## config.mk

```make
export PLATFORM = sky130hd
export DESIGN_NAME = hri_regfile
export DESIGN_NICKNAME = d
export VERILOG_FILES = /design/src/rtl/hri_pkg.sv /design/src/rtl/hri_access_fsm.sv /design/src/rtl/hri_status_bank.sv /design/src/rtl/hri_regfile.sv
export SDC_FILE = /design/constraint.sdc
export NUM_CORES = 1
export LEC_CHECK = 0
export BUFFER_PORTS_ARGS = -buffer_cell sky130_fd_sc_hd__buf_2
export CAP_MARGIN = 20
export CORE_UTILIZATION = 30
export CTS_BUF_LIST = sky130_fd_sc_hd__clkbuf_4
export DETAILED_ROUTE_END_ITERATION = 6
export PLACE_DENSITY_LB_ADDON = 0.05
export SETUP_SLACK_MARGIN = 0.2
export SLEW_MARGIN = 25
export SYNTH_ARGS = -nofsm -noshare
export SYNTH_HDL_FRONTEND = slang
export SYNTH_SLANG_ARGS = --single-unit
```

## constraint.sdc

```tcl
create_clock -name clk -period 3.42 [get_ports clk]
set_input_delay 1.026 -clock clk [delete_from_list [all_inputs] [get_ports clk]]
set_output_delay 1.026 -clock clk [all_outputs]
set_load 0.02 [all_outputs]
```

## src/rtl/hri_pkg.sv

```systemverilog
package hri_pkg;
    typedef enum logic [0:0] {
        ST_IDLE    = 1'b0,
        ST_WR_HOLD = 1'b1
    } acc_state_e;
endpackage

```

## src/rtl/hri_access_fsm.sv

```systemverilog
module hri_access_fsm
    import hri_pkg::*;
(
    input  logic clk,
    input  logic rst_n,
    input  logic cs_n,
    input  logic rd_n,
    input  logic wr_n,
    output logic wr_fire,
    output logic rd_fire
);
    acc_state_e state_q, state_d;
    logic       wr_act;

    assign wr_act = !cs_n && !wr_n;

    always_comb begin
        state_d = state_q;
        unique case (state_q)
            ST_IDLE:    if (wr_act)  state_d = ST_WR_HOLD;
            ST_WR_HOLD: if (!wr_act) state_d = ST_IDLE;
            default:    state_d = ST_IDLE;
        endcase
    end

    always_ff @(posedge clk or negedge rst_n) begin
        if (!rst_n) state_q <= ST_IDLE;
        else        state_q <= state_d;
    end

    always_comb begin
        wr_fire = (state_q == ST_IDLE) && wr_act;
        rd_fire = !cs_n && !rd_n && wr_n;
    end

    // a held strobe never commits twice in a row
    a_r3_single_commit: assert property (@(posedge clk) disable iff (!rst_n)
        wr_fire |=> !wr_fire);
    // no commit without select
    a_r1_no_write_unselected: assert property (@(posedge clk) disable iff (!rst_n)
        cs_n |-> !wr_fire);
endmodule

```

## src/rtl/hri_status_bank.sv

```systemverilog
module hri_status_bank #(
    parameter int DW = 8
) (
    input  logic          clk,
    input  logic          rst_n,
    input  logic [DW-1:0] evt,
    input  logic          clr_en,
    input  logic          en_we,
    input  logic [DW-1:0] wdata,
    output logic [DW-1:0] stat,
    output logic [DW-1:0] enable,
    output logic          pending
);
    logic [DW-1:0] clr_mask;

    assign clr_mask = clr_en ? wdata : '0;

    always_ff @(posedge clk or negedge rst_n) begin
        if (!rst_n) begin
            stat   <= '0;
            enable <= '1;
        end else begin
            stat <= (stat & ~clr_mask) | evt;
            if (en_we) enable <= wdata;
        end
    end

    assign pending = |(stat & enable);

    // every pulsed bit is set after the edge
    a_r4_event_sets: assert property (@(posedge clk) disable iff (!rst_n)
        (evt != '0) |=> ((stat & $past(evt)) == $past(evt)));
    // written ones without a colliding event are cleared
    a_r5_clear_bits: assert property (@(posedge clk) disable iff (!rst_n)
        clr_en |=> ((stat & $past(wdata & ~evt)) == '0));
    // collision keeps the bit set
    a_r6_set_wins: assert property (@(posedge clk) disable iff (!rst_n)
        (clr_en && ((evt & wdata) != '0)) |=> ((stat & $past(evt & wdata)) == $past(evt & wdata)));
    // with no clear and no event, status is stable
    a_r5_hold: assert property (@(posedge clk) disable iff (!rst_n)
        (!clr_en && evt == '0) |=> $stable(stat));
endmodule

```

## src/rtl/hri_regfile.sv

```systemverilog
module hri_regfile #(
    parameter int DW        = 8,
    parameter int AW        = 5,
    parameter int NUM_BANKS = 2,
    parameter int IDW       = 3,
    parameter int DIRECT_BIT = 1
) (
    input  logic                    clk,
    input  logic                    rst_n,
    input  logic                    cs_n,
    input  logic [4:0]              addr,
    input  logic                    rd_n,
    input  logic                    wr_n,
    input  logic [7:0]              wdata,
    input  logic [15:0]             evt,
    output logic [7:0]              rdata,
    output logic                    irq_n,
    output logic [2:0]              own_id,
    output logic [7:0]              mode,
    output logic                    direct_en
);
    localparam int SUM_ADDR  = 0;
    localparam int STAT_BASE = 1;
    localparam int EN_BASE   = STAT_BASE + NUM_BANKS;
    localparam int ID_ADDR   = EN_BASE + NUM_BANKS;
    localparam int MODE_ADDR = ID_ADDR + 1;

    logic                 wr_fire, rd_fire;
    logic [DW-1:0]        stat_arr [NUM_BANKS];
    logic [DW-1:0]        en_arr   [NUM_BANKS];
    logic [NUM_BANKS-1:0] pend_vec;
    logic [IDW-1:0]       id_q;
    logic [DW-1:0]        mode_q;
    logic [DW-1:0]        rd_mux;
    logic [DW-1:0]        rdata_q;
    logic                 irq_n_q;

    hri_access_fsm u_fsm (
        .clk     (clk),
        .rst_n   (rst_n),
        .cs_n    (cs_n),
        .rd_n    (rd_n),
        .wr_n    (wr_n),
        .wr_fire (wr_fire),
        .rd_fire (rd_fire)
    );

    for (genvar g = 0; g < NUM_BANKS; g++) begin : g_bank
        localparam logic [AW-1:0] A_ST = AW'(STAT_BASE + g);
        localparam logic [AW-1:0] A_EN = AW'(EN_BASE + g);
        hri_status_bank #(.DW(DW)) u_bank (
            .clk     (clk),
            .rst_n   (rst_n),
            .evt     (evt[g*DW +: DW]),
            .clr_en  (wr_fire && addr == A_ST),
            .en_we   (wr_fire && addr == A_EN),
            .wdata   (wdata),
            .stat    (stat_arr[g]),
            .enable  (en_arr[g]),
            .pending (pend_vec[g])
        );
    end

    always_ff @(posedge clk or negedge rst_n) begin
        if (!rst_n) begin
            id_q   <= '0;
            mode_q <= '0;
        end else if (wr_fire) begin
            if (addr == AW'(ID_ADDR))   id_q   <= wdata[IDW-1:0];
            if (addr == AW'(MODE_ADDR)) mode_q <= wdata;
        end
    end

    always_comb begin
        rd_mux = '0;
        if (addr == AW'(SUM_ADDR))  rd_mux = DW'(pend_vec);
        if (addr == AW'(ID_ADDR))   rd_mux = DW'(id_q);
        if (addr == AW'(MODE_ADDR)) rd_mux = mode_q;
        for (int i = 0; i < NUM_BANKS; i++) begin
            if (addr == AW'(STAT_BASE + i)) rd_mux = stat_arr[i];
            if (addr == AW'(EN_BASE + i))   rd_mux = en_arr[i];
        end
    end

    always_ff @(posedge clk or negedge rst_n) begin
        if (!rst_n) begin
            rdata_q <= '0;
            irq_n_q <= 1'b1;
        end else begin
            rdata_q <= rd_fire ? rd_mux : '0;
            irq_n_q <= ~(|pend_vec);
        end
    end

    assign rdata     = rdata_q;
    assign irq_n     = irq_n_q;
    assign own_id    = id_q;
    assign mode      = mode_q;
    assign direct_en = mode_q[DIRECT_BIT];

    // no read strobe, zero data next cycle
    a_r2_idle_zero: assert property (@(posedge clk) disable iff (!rst_n)
        !rd_fire |=> (rdata == '0));
    // a pending bank pulls the request low one clock later
    a_r9_irq_follows: assert property (@(posedge clk) disable iff (!rst_n)
        (pend_vec != '0) |=> !irq_n);
    // nothing pending releases the request one clock later
    a_r9_irq_release: assert property (@(posedge clk) disable iff (!rst_n)
        (pend_vec == '0) |=> irq_n);
    // reserved reads return zero
    a_r12_reserved_zero: assert property (@(posedge clk) disable iff (!rst_n)
        (rd_fire && addr > AW'(MODE_ADDR)) |=> (rdata == '0));
    // mode only changes on a committed write to its address
    a_r11_mode_write_only: assert property (@(posedge clk) disable iff (!rst_n)
        !(wr_fire && addr == AW'(MODE_ADDR)) |=> $stable(mode));
endmodule

```

==> flow_summary.json, run 1 <==
{
  "rsz0062_at_grt": "no",
  "ir_drop_mv": 0.137,
  "setup_viol": 0,
  "maxCapViolations": 0,
  "gp_congestion": 0.804,
  "min_path_type": "flop to flop",
  "synth_fp_nets": 259,
  "cp.required_ns": 3.69,
  "die_height_um": 95.7,
  "fin_tns_setup_ns": 0,
  "cts.sinks": 53,
  "fmax_mhz": 423,
  "seqCellArea_um2": 1350,
  "synth_warnings": 0,
  "die_width_um": 95.7,
  "gr-total-overflow": 0,
  "worst_pin_slew_ns": 0.635,
  "layout.nets": 311,
  "first_pass_iters": 4,
  "dp_hpwl_um": 4960,
  "drcViolationCount": 0,
  "syn_area_um2": 2640,
  "place_inst": 375,
  "fin_ws_ns": 1.06,
  "slew_viol_final": 0,
  "cts_hold_buf": 0,
  "drive_gt1_share_pct": 42.1,
  "path_clk_slew_ns": 0.15,
  "seq_area_frac_synth_pct": 51.1,
  "status": "finished clean",
  "cts_max_path_buffers": 2,
  "synth_top_area_share_pct": 34.2,
  "ys_ff_latch": 53,
  "powerDensity_nw_per_um2": 399,
  "synth_edf_count": 0,
  "cts_max_level": 2,
  "vias_per_cell": 5.12,
  "period_share_pct": 69.1,
  "grt_usage_pct": 16.5,
  "pre_cts_ws_ns": 0.634,
  "io_pins": 55,
  "cp.arrival_ns": 2.64,
  "syn_to_final_growth_pct": 15.9,
  "whs_ns": 0.537,
  "cts_setup_buffers": 0,
  "end_kind": "flop",
  "n_fill_cell": 865,
  "period_needed_ns": 2.36,
  "io_buffers": 54,
  "ant_nets": 0,
  "synth_area_per_cell_um2": 11.7,
  "synth-async-reset-ratio_pct": 100,
  "drt-initial-drc-count": 93,
  "initial_utilization_pct": 31.6,
  "skew_ns": 0.0132,
  "n_antenna_cell": 0,
  "start_kind": "primary input",
  "max_slew_margin_pct": 57.7,
  "root_buffer": "clkbuf_4",
  "netlist_top_cells_area": "dfrtp_1, dfstp_2, mux2_2",
  "synth_top_area_cell": "dfrtp_1",
  "power_uw": 1220,
  "dieArea_um2": 9160,
  "grt_max_degree": 30,
  "leakage_uw": 0.00133,
  "yosysUniqueCellTypes": 37,
  "crit_fanout": 29,
  "clock_latency_ns": 0.37,
  "core_um2": 8340,
  "cts_resized": 0,
  "ys.flop_type": "dfrtp_1",
  "multi_input_area_um2": 1220,
  "grt_pass1_wl_um": 10900,
  "final_cells": 383,
  "wire_per_inst_um": 18.1,
  "num_rows": 33,
  "hold_viol": 0,
  "cts_tree": "yes",
  "wirelength_um": 6940,
  "antenna_found_initial": 0,
  "numCtsBuffers": 5,
  "grt_pass1_vias": 1855,
  "syn_inst": 225,
  "vias": 1960,
  "criticalPathCategory": "primary input to flop"
}
-- Yosys cell counts (all sizes together), types with 7 or more instances --
library cell / count
mux2: 29
nor2b: 7
dfstp: 17
o21ai: 13
nor2: 8
a21o: 16
dfrtp: 36
nand3: 11
buf: 8
a22oi: 13
nand2: 24
nor3: 7
-- worst paths after layout --
| path | startpoint | endpoint | slack, ns | cells after the start |
|---|---|---|---|---|
| worst min-delay path | g_bank[1].u_bank.stat[3]$_DFF_PN0_ | g_bank[1].u_bank.stat[3]$_DFF_PN0_ | 0.54 | 1 |
| worst max register to register | u_fsm.state_q$_DFF_PN0_ | g_bank[0].u_bank.stat[6]$_DFF_PN0_ | 1.69 | 4 |
| max in group asynchronous | rst_n | g_bank[0].u_bank.enable[4]$_DFFE_PN1P_ | 2.11 | 2 |
| min in group asynchronous | rst_n | rdata[1]$_DFF_PN0_ | 0.65 | 1 |
| worst min register to register | g_bank[1].u_bank.stat[3]$_DFF_PN0_ | g_bank[1].u_bank.stat[3]$_DFF_PN0_ | 0.54 | 1 |
| worst max-delay path | addr[0] | g_bank[0].u_bank.stat[6]$_DFF_PN0_ | 1.06 | 5 |
-- where the power goes --
group / switching, uW / internal, uW
Clock: 196 / 75.1
Combinational: 125 / 100
Sequential: 34.2 / 687
Total: 356 / 862
-- per-stage QoR --
step	utilization, %	area [um2]
detailed placement	36.0	3000
global route	36.6	3050
global placement	36.0	3000
finish	36.6	3050
CTS	36.6	3050
floorplan	-	2640
-- logic make-up after synthesis --
group                  synth area share [%]
AO/OA/AOI/OAI                          14.7
buffers and inverters                  2.56
AND/OR/NAND/NOR                        16.1
flip-flops                             51.1
multiplexers                           15.4
-- worst max-delay path, stage by stage --
cell,delay [ns]
buf_2,0.46
and2b_1,0.34
and3_1,0.50
nand2_1,0.11
a21o_1,0.19
-- cell type report --
class | instances | area share, %
tap | 105 | 4.30
timing repair buffer | 57 | 10.0
clock inverter | 3 | 0.410
multi-input combinational | 160 | 39.9
sequential | 53 | 44.1
clock buffer | 5 | 1.23
-- state kept, by name, summed over array words and instances, names as in the netlist --
signal,count
g_bank.u_bank.enable,16
g_bank.u_bank.stat,16
mode,8
rdata,8
own_id,3
irq_n,1
u_fsm.state_q,1
-- layout by cell type (no fill, tap or decap), drive strengths merged, types with 2 or more instances in the layout --
cell and instances:
buf 57, nand2 24, nor2b 7, nor3 7, dfrtp 36, a21oi 2
o21ai 13, mux2 29, a22oi 13, a21o 16, dfstp 17, nand3 11
mux2i 5, nand4 4, and3 2, a211o 4, clkbuf 5, and4 2
o22ai 3, clkinv 3, nor2 8
-- metal layers --
layer  global-route usage [%]  share of wire (%)  vias up
met5                        0                  0        -
met3                     3.24                4.0        6
li1                         -                  -      937
met4                     4.23               0.79        0
met1                     24.5                 50      969
met2                     24.5                 45       48
No activity file was read; power rests on OpenSTA's default activity.
==> run 2: changes to the inputs <==
ABC_AREA = 1   (was unset)
clock period = 2 ns   (was 3.42 ns; I/O delays follow)
==> run 2 against run 1 <==
Against the previous run:
- clock-buffer cell count up 1
- clock skew up 0.0018 ns
- register-to-register slack worse by 1.0 ns
- via count up 9.6%
- wire length down 3.4%
- largest cell class unchanged
==> flow_summary.json, run 2 <==
{
  "seq_area_frac_synth_pct": 52.6,
  "synth_area_per_cell_um2": 8.19,
  "antenna_found_initial": 0,
  "swShare_pct": 30.3,
  "syn_to_final_growth_pct": 20.0,
  "slew_viol_final": 0,
  "cp.arrival_ns": 1.06,
  "cts.sinks": 53,
  "drcViolationCount": 0,
  "n_fill_cell": 924,
  "finalInstanceArea_um2": 3080,
  "ir_drop_mv": 0.230,
  "syn_area_um2": 2560,
  "hold_viol": 0,
  "core_um2": 8260,
  "setup_viol": 0,
  "cts_hold_buf": 0,
  "worstPathCellList": "buf_2",
  "fin_tns_setup_ns": 0,
  "wirelength_um": 6700,
  "io_buffers": 54,
  "cts_tree": "yes",
  "initial_utilization_pct": 31.0,
  "rsz0062_at_grt": "no",
  "leakage_uw": 0.00150,
  "criticalPathCategory": "flop to output pin",
  "max_slew_margin_pct": 70.1,
  "dieArea_um2": 8920,
  "drt-initial-drc-count": 83,
  "powerDensity_nw_per_um2": 681,
  "numCtsBuffers": 5,
  "synth_edf_count": 0,
  "cts_resized": 0,
  "synth_most_common_cell": "nand2_1",
  "multi_input_area_um2": 1030,
  "vias_per_cell": 4.45,
  "grt_usage_pct": 16.8,
  "pwr-share-seq_pct": 58.7,
  "ys_ff_latch": 53,
  "wire_per_inst_um": 13.9,
  "netlist_top_cells_area": "dfrtp_1, dfstp_2, nand2_1",
  "gr-total-overflow": 0,
  "drive_gt1_share_pct": 29.9,
  "synth_top_area_share_pct": 35.1,
  "p_comb_share_pct": 16.9,
  "synth_fp_nets": 347,
  "status": "finished clean",
  "synth_top_area_cell": "dfrtp_1",
  "clock_latency_ns": 0.38,
  "layout.nets": 411,
  "mostFrequentLayoutCells": "nand2_1, buf_2, o21ai_0, dfrtp_1, inv_1",
  "whs_ns": 0.138,
  "min_path_type": "primary input to asynchronous set/reset pin",
  "maxCapViolations": 0,
  "ys_top_cells_by_count": "nand2_1, o21ai_0, dfrtp_1",
  "synth_warnings": 0,
  "fin_util_pct": 37.2,
  "worst_pin_slew_ns": 0.448,
  "grt_pass1_vias": 2004,
  "die_height_um": 94.4,
  "final_common_cell": "nand2_1",
  "gp_congestion": 0.799,
  "largestRegisters": "g_bank.u_bank.enable (16), g_bank.u_bank.stat (16)",
  "p_sw_uw": 636,
  "cts_max_level": 2,
  "ys.flop_type": "dfrtp_1",
  "vias": 2148,
  "start_kind": "flop",
  "cp.required_ns": 1.40,
  "slowest_delay_ns": 0.54,
  "die_width_um": 94.4,
  "seqCellArea_um2": 1350,
  "fmax_mhz": 603,
  "ant_nets": 0,
  "cts_setup_buffers": 0,
  "cts_max_path_buffers": 2,
  "syn_inst": 313,
  "synth-async-reset-ratio_pct": 100,
  "crit_fanout": 1,
  "num_rows": 33,
  "period_needed_ns": 1.66,
  "skew_ns": 0.0150,
  "yosysUniqueCellTypes": 25,
  "path_buf_inv": 1,
  "grt_max_degree": 22,
  "power.internal_uw": 1460,
  "cp_slowest_cell": "dfstp_2",
  "dp_hpwl_um": 5150,
  "dpl-instance-area_um2": 3020,
  "first_pass_iters": 4,
  "io_pins": 55,
  "root_buffer": "clkbuf_4",
  "period_share_pct": 82.9,
  "grt_pass1_wl_um": 11000,
  "n_antenna_cell": 0,
  "path_clk_slew_ns": 0.16,
  "end_kind": "output pin",
  "cpLargestDelayFamily": "flip-flops",
  "pwr-share-clk_pct": 24.4
}
[run 2: final cells by class]
class                   instances  share of cell area [%]
inverters                      39                    4.76
clock inverters                 2                   0.448
flip-flops and latches         53                    43.8
repair buffers                 63                    11.8
well taps                     105                    4.27
clock buffers                   6                    1.46
multi-input cells             215                    33.4
[run 2: routing by layer]
layer | vias up | wire length [um] | GRT usage (%)
met5 | - | 0 | 0
met4 | 0 | 65 | 4.23
met3 | 6 | 270 | 2.90
met2 | 51 | 2950 | 25.0
met1 | 974 | 3420 | 24.9
li1 | 1117 | - | -
[run 2: kinds of logic (layout without fill, tap and decap cells)]
group,count (synthesis),after routing,synth area share (%)
compound gates,65,65,14.2
simple gates,150,150,26.0
buf+inv,45,110,7.32
flops,53,53,52.6
[run 2: worst paths after layout]
path                                                   startpoint                                endpoint  slack [ns]  cells after the start
max                                               irq_n$_DFF_PN1_                                   irq_n        0.34                      1
min                                                         rst_n                      rdata[3]$_DFF_PN0_        0.14                      1
max reg2reg                               u_fsm.state_q$_DFF_PN0_      g_bank[1].u_bank.stat[7]$_DFF_PN0_        0.68                      5
min reg2reg                g_bank[0].u_bank.enable[3]$_DFFE_PN1P_  g_bank[0].u_bank.enable[3]$_DFFE_PN1P_        0.50                      2
max in group asynchronous                                   rst_n  g_bank[1].u_bank.enable[2]$_DFFE_PN1P_        1.31                      2
min in group clk                                           evt[3]      g_bank[0].u_bank.stat[3]$_DFF_PN0_        0.38                      3
[run 2: metrics by stage]
| stage | instances | worst slack (ns) | power, uW |
|---|---|---|---|
| 2_1_floorplan | 313 | 0.398 | 1440 |
| 3_3_place_gp | 475 | 0.0716 | 1610 |
| 3_5_place_dp | 475 | 0.0424 | 1610 |
| 4_1_cts | 483 | 0.321 | 2120 |
| 5_1_grt | 483 | 0.279 | 2230 |
| 6_report | 483 | 0.342 | 2100 |
[run 2: power by group through the flow]
stage	clock [uW]	combinational, uW	sequential [uW]
after floorplan	0	170	1270
after global placement	0	361	1250
after CTS	530	362	1230
final	511	354	1230
after global routing	584	404	1240
after detailed placement	0	362	1250
==> run 3: changes to the inputs <==
clock period = 1.6 ns   (was 2 ns; I/O delays follow)
==> run 3 against run 2 <==
Against the previous run:
- flip-flop and latch count unchanged
- final cell count increased by 4.6%
- power rose by 29%
- clock-buffer cell count shrank 1
- worst hold slack got worse by 0.087 ns
- sequential power is 24% higher
- wire length is 2.1% lower
- setup slack worse by 0.26 ns
- non-clock buffer count increased by 22
- die area unchanged
- via count is 4.8% higher
- critical endpoint unchanged
- largest cell class unchanged
- largest power group unchanged
==> flow_summary.json, run 3 (same netlist as run 2, synthesis figures left out) <==
{
  "die_height_um": 94.4,
  "period_share_pct": 95.2,
  "cp.required_ns": 1.12,
  "syn_to_final_growth_pct": 32.6,
  "max_slew_margin_pct": 80.6,
  "core_um2": 8260,
  "worstPathCellList": "buf_6",
  "pwr-share-clk_pct": 22.3,
  "finalInstanceArea_um2": 3400,
  "ant_nets": 0,
  "ir_drop_mv": 0.349,
  "rsz0062_at_grt": "yes",
  "skew_ns": 0.00526,
  "clock_latency_ns": 0.38,
  "vias": 2251,
  "powerDensity_nw_per_um2": 795,
  "cts_hold_buf": 0,
  "path_clk_slew_ns": 0.15,
  "largestRegisters": "g_bank.u_bank.enable (16), g_bank.u_bank.stat (16)",
  "path_buf_inv": 1,
  "gp_congestion": 0.770,
  "cp.arrival_ns": 1.04,
  "cpLargestDelayFamily": "flip-flops",
  "start_kind": "flop",
  "period_needed_ns": 1.52,
  "slowest_delay_ns": 0.56,
  "r2r_end": "g_bank[1].u_bank.enable[2]$_DFFE_PN1P_",
  "io_pins": 55,
  "io_buffers": 54,
  "root_buffer": "clkbuf_4",
  "power_uw": 2700,
  "num_rows": 33,
  "cts_max_level": 2,
  "mostFrequentLayoutCells": "nand2_1, dfrtp_1, o21ai_0, inv_1, buf_2",
  "final_common_cell": "nand2_1",
  "fin_tns_setup_ns": 0,
  "wire_per_inst_um": 13.0,
  "die_width_um": 94.4,
  "drcViolationCount": 0,
  "p_comb_share_pct": 21.0,
  "drt-initial-drc-count": 61,
  "dp_hpwl_um": 4850,
  "ff2ff_setup_slack_ns": 0.27,
  "leakage_uw": 0.00162,
  "crit_fanout": 1,
  "maxCapViolations": 0,
  "p_sw_uw": 811,
  "power.internal_uw": 1890,
  "wirelength_um": 6560,
  "drive_gt1_share_pct": 34.0,
  "cp_slowest_cell": "dfstp_2",
  "end_kind": "output pin",
  "gr-total-overflow": 0,
  "fmax_mhz": 657,
  "dpl-instance-area_um2": 3120,
  "swShare_pct": 30.0,
  "hold_viol": 0,
  "grt_max_degree": 54,
  "cts.sinks": 53,
  "pwr-share-seq_pct": 56.7,
  "rr_startpoint": "u_fsm.state_q$_DFF_PN0_",
  "initial_utilization_pct": 31.0,
  "dieArea_um2": 8920,
  "n_antenna_cell": 0,
  "layout.nets": 433,
  "status": "finished clean",
  "multi_input_area_um2": 1030,
  "worst_pin_slew_ns": 0.288,
  "cts_max_path_buffers": 2,
  "first_pass_iters": 4,
  "seqCellArea_um2": 1350,
  "vias_per_cell": 4.46,
  "reg2reg_depth": 4,
  "grt_usage_pct": 16.4,
  "numCtsBuffers": 5,
  "n_fill_cell": 891,
  "grt_pass1_wl_um": 11000,
  "min_path_type": "primary input to asynchronous set/reset pin",
  "criticalPathCategory": "flop to output pin",
  "setup_viol": 0,
  "fin_util_pct": 41.2,
  "cts_tree": "yes",
  "grt_pass1_vias": 2173,
  "slew_viol_final": 0,
  "antenna_found_initial": 0
}
## run 3: cell types whose count changed in the layout (fill, tap and decap cells not counted), moves of 2 or more
cell / change
buf_6: +21
buf_12: +2
buf_4: +20
o21ai_0: -2
clkinv_1: +2
o21ai_1: +2
clkinvlp_4: +2
buf_2: -21
inv_1: -2
## run 3: layer usage
metal  share of wire, %  vias to the layer above  global-route usage [%]
met2                 43                       47                    25.4
met4                1.1                        0                    4.23
met1                 51                     1036                    23.6
met3                4.1                        8                    2.66
met5                  0                        -                       0
li1                   -                     1160                       -
## run 3: how the worst max path moves through the flow
stage	startpoint	end	slack (ns)	cells past startpoint
after floorplan	addr[3]	mode[7]$_DFFE_PN0P_	0.14	7
after global placement	addr[4]	rdata[7]$_DFF_PN0_	-0.13	9
after detailed placement	addr[4]	rdata[7]$_DFF_PN0_	-0.11	9
after CTS	irq_n$_DFF_PN1_	irq_n	0.06	1
after global routing	irq_n$_DFF_PN1_	irq_n	0.04	1
final	irq_n$_DFF_PN1_	irq_n	0.08	1
## run 3: cell type report
type | instances | area share (%)
clock inverters | 3 | 0.368
multi-input cells | 215 | 30.3
clock buffers | 5 | 1.10
flip-flops and latches | 53 | 39.7
well taps | 105 | 3.87
repair buffers | 85 | 20.1
inverters | 39 | 4.53
## run 3: through the flow
| step | worst slack [ns] | hold WS [ns] | cells |
|---|---|---|---|
| after detailed placement | -0.112 | 0.471 | 485 |
| final | 0.0773 | 0.0508 | 505 |
| after global routing | 0.0393 | 0.0709 | 505 |
| after global placement | -0.129 | 0.469 | 485 |
| after CTS | 0.0639 | 0.0694 | 504 |
| after floorplan | 0.143 | 0.184 | 313 |
## run 3: power groups by stage
stage                     logic [uW]  registers (uW)  clock network (uW)
after global placement           461            1560                   0
after detailed placement         464            1560                   0
after floorplan                  213            1590                   0
after global routing             639            1540                 668
final                            567            1530                 604
after CTS                        571            1530                 622
## run 3: timing repair
item                                    4_1_cts  5_1_grt
resized for setup                            42        3
setup buffers                                11        1
endpoints found under the setup margin       21       26
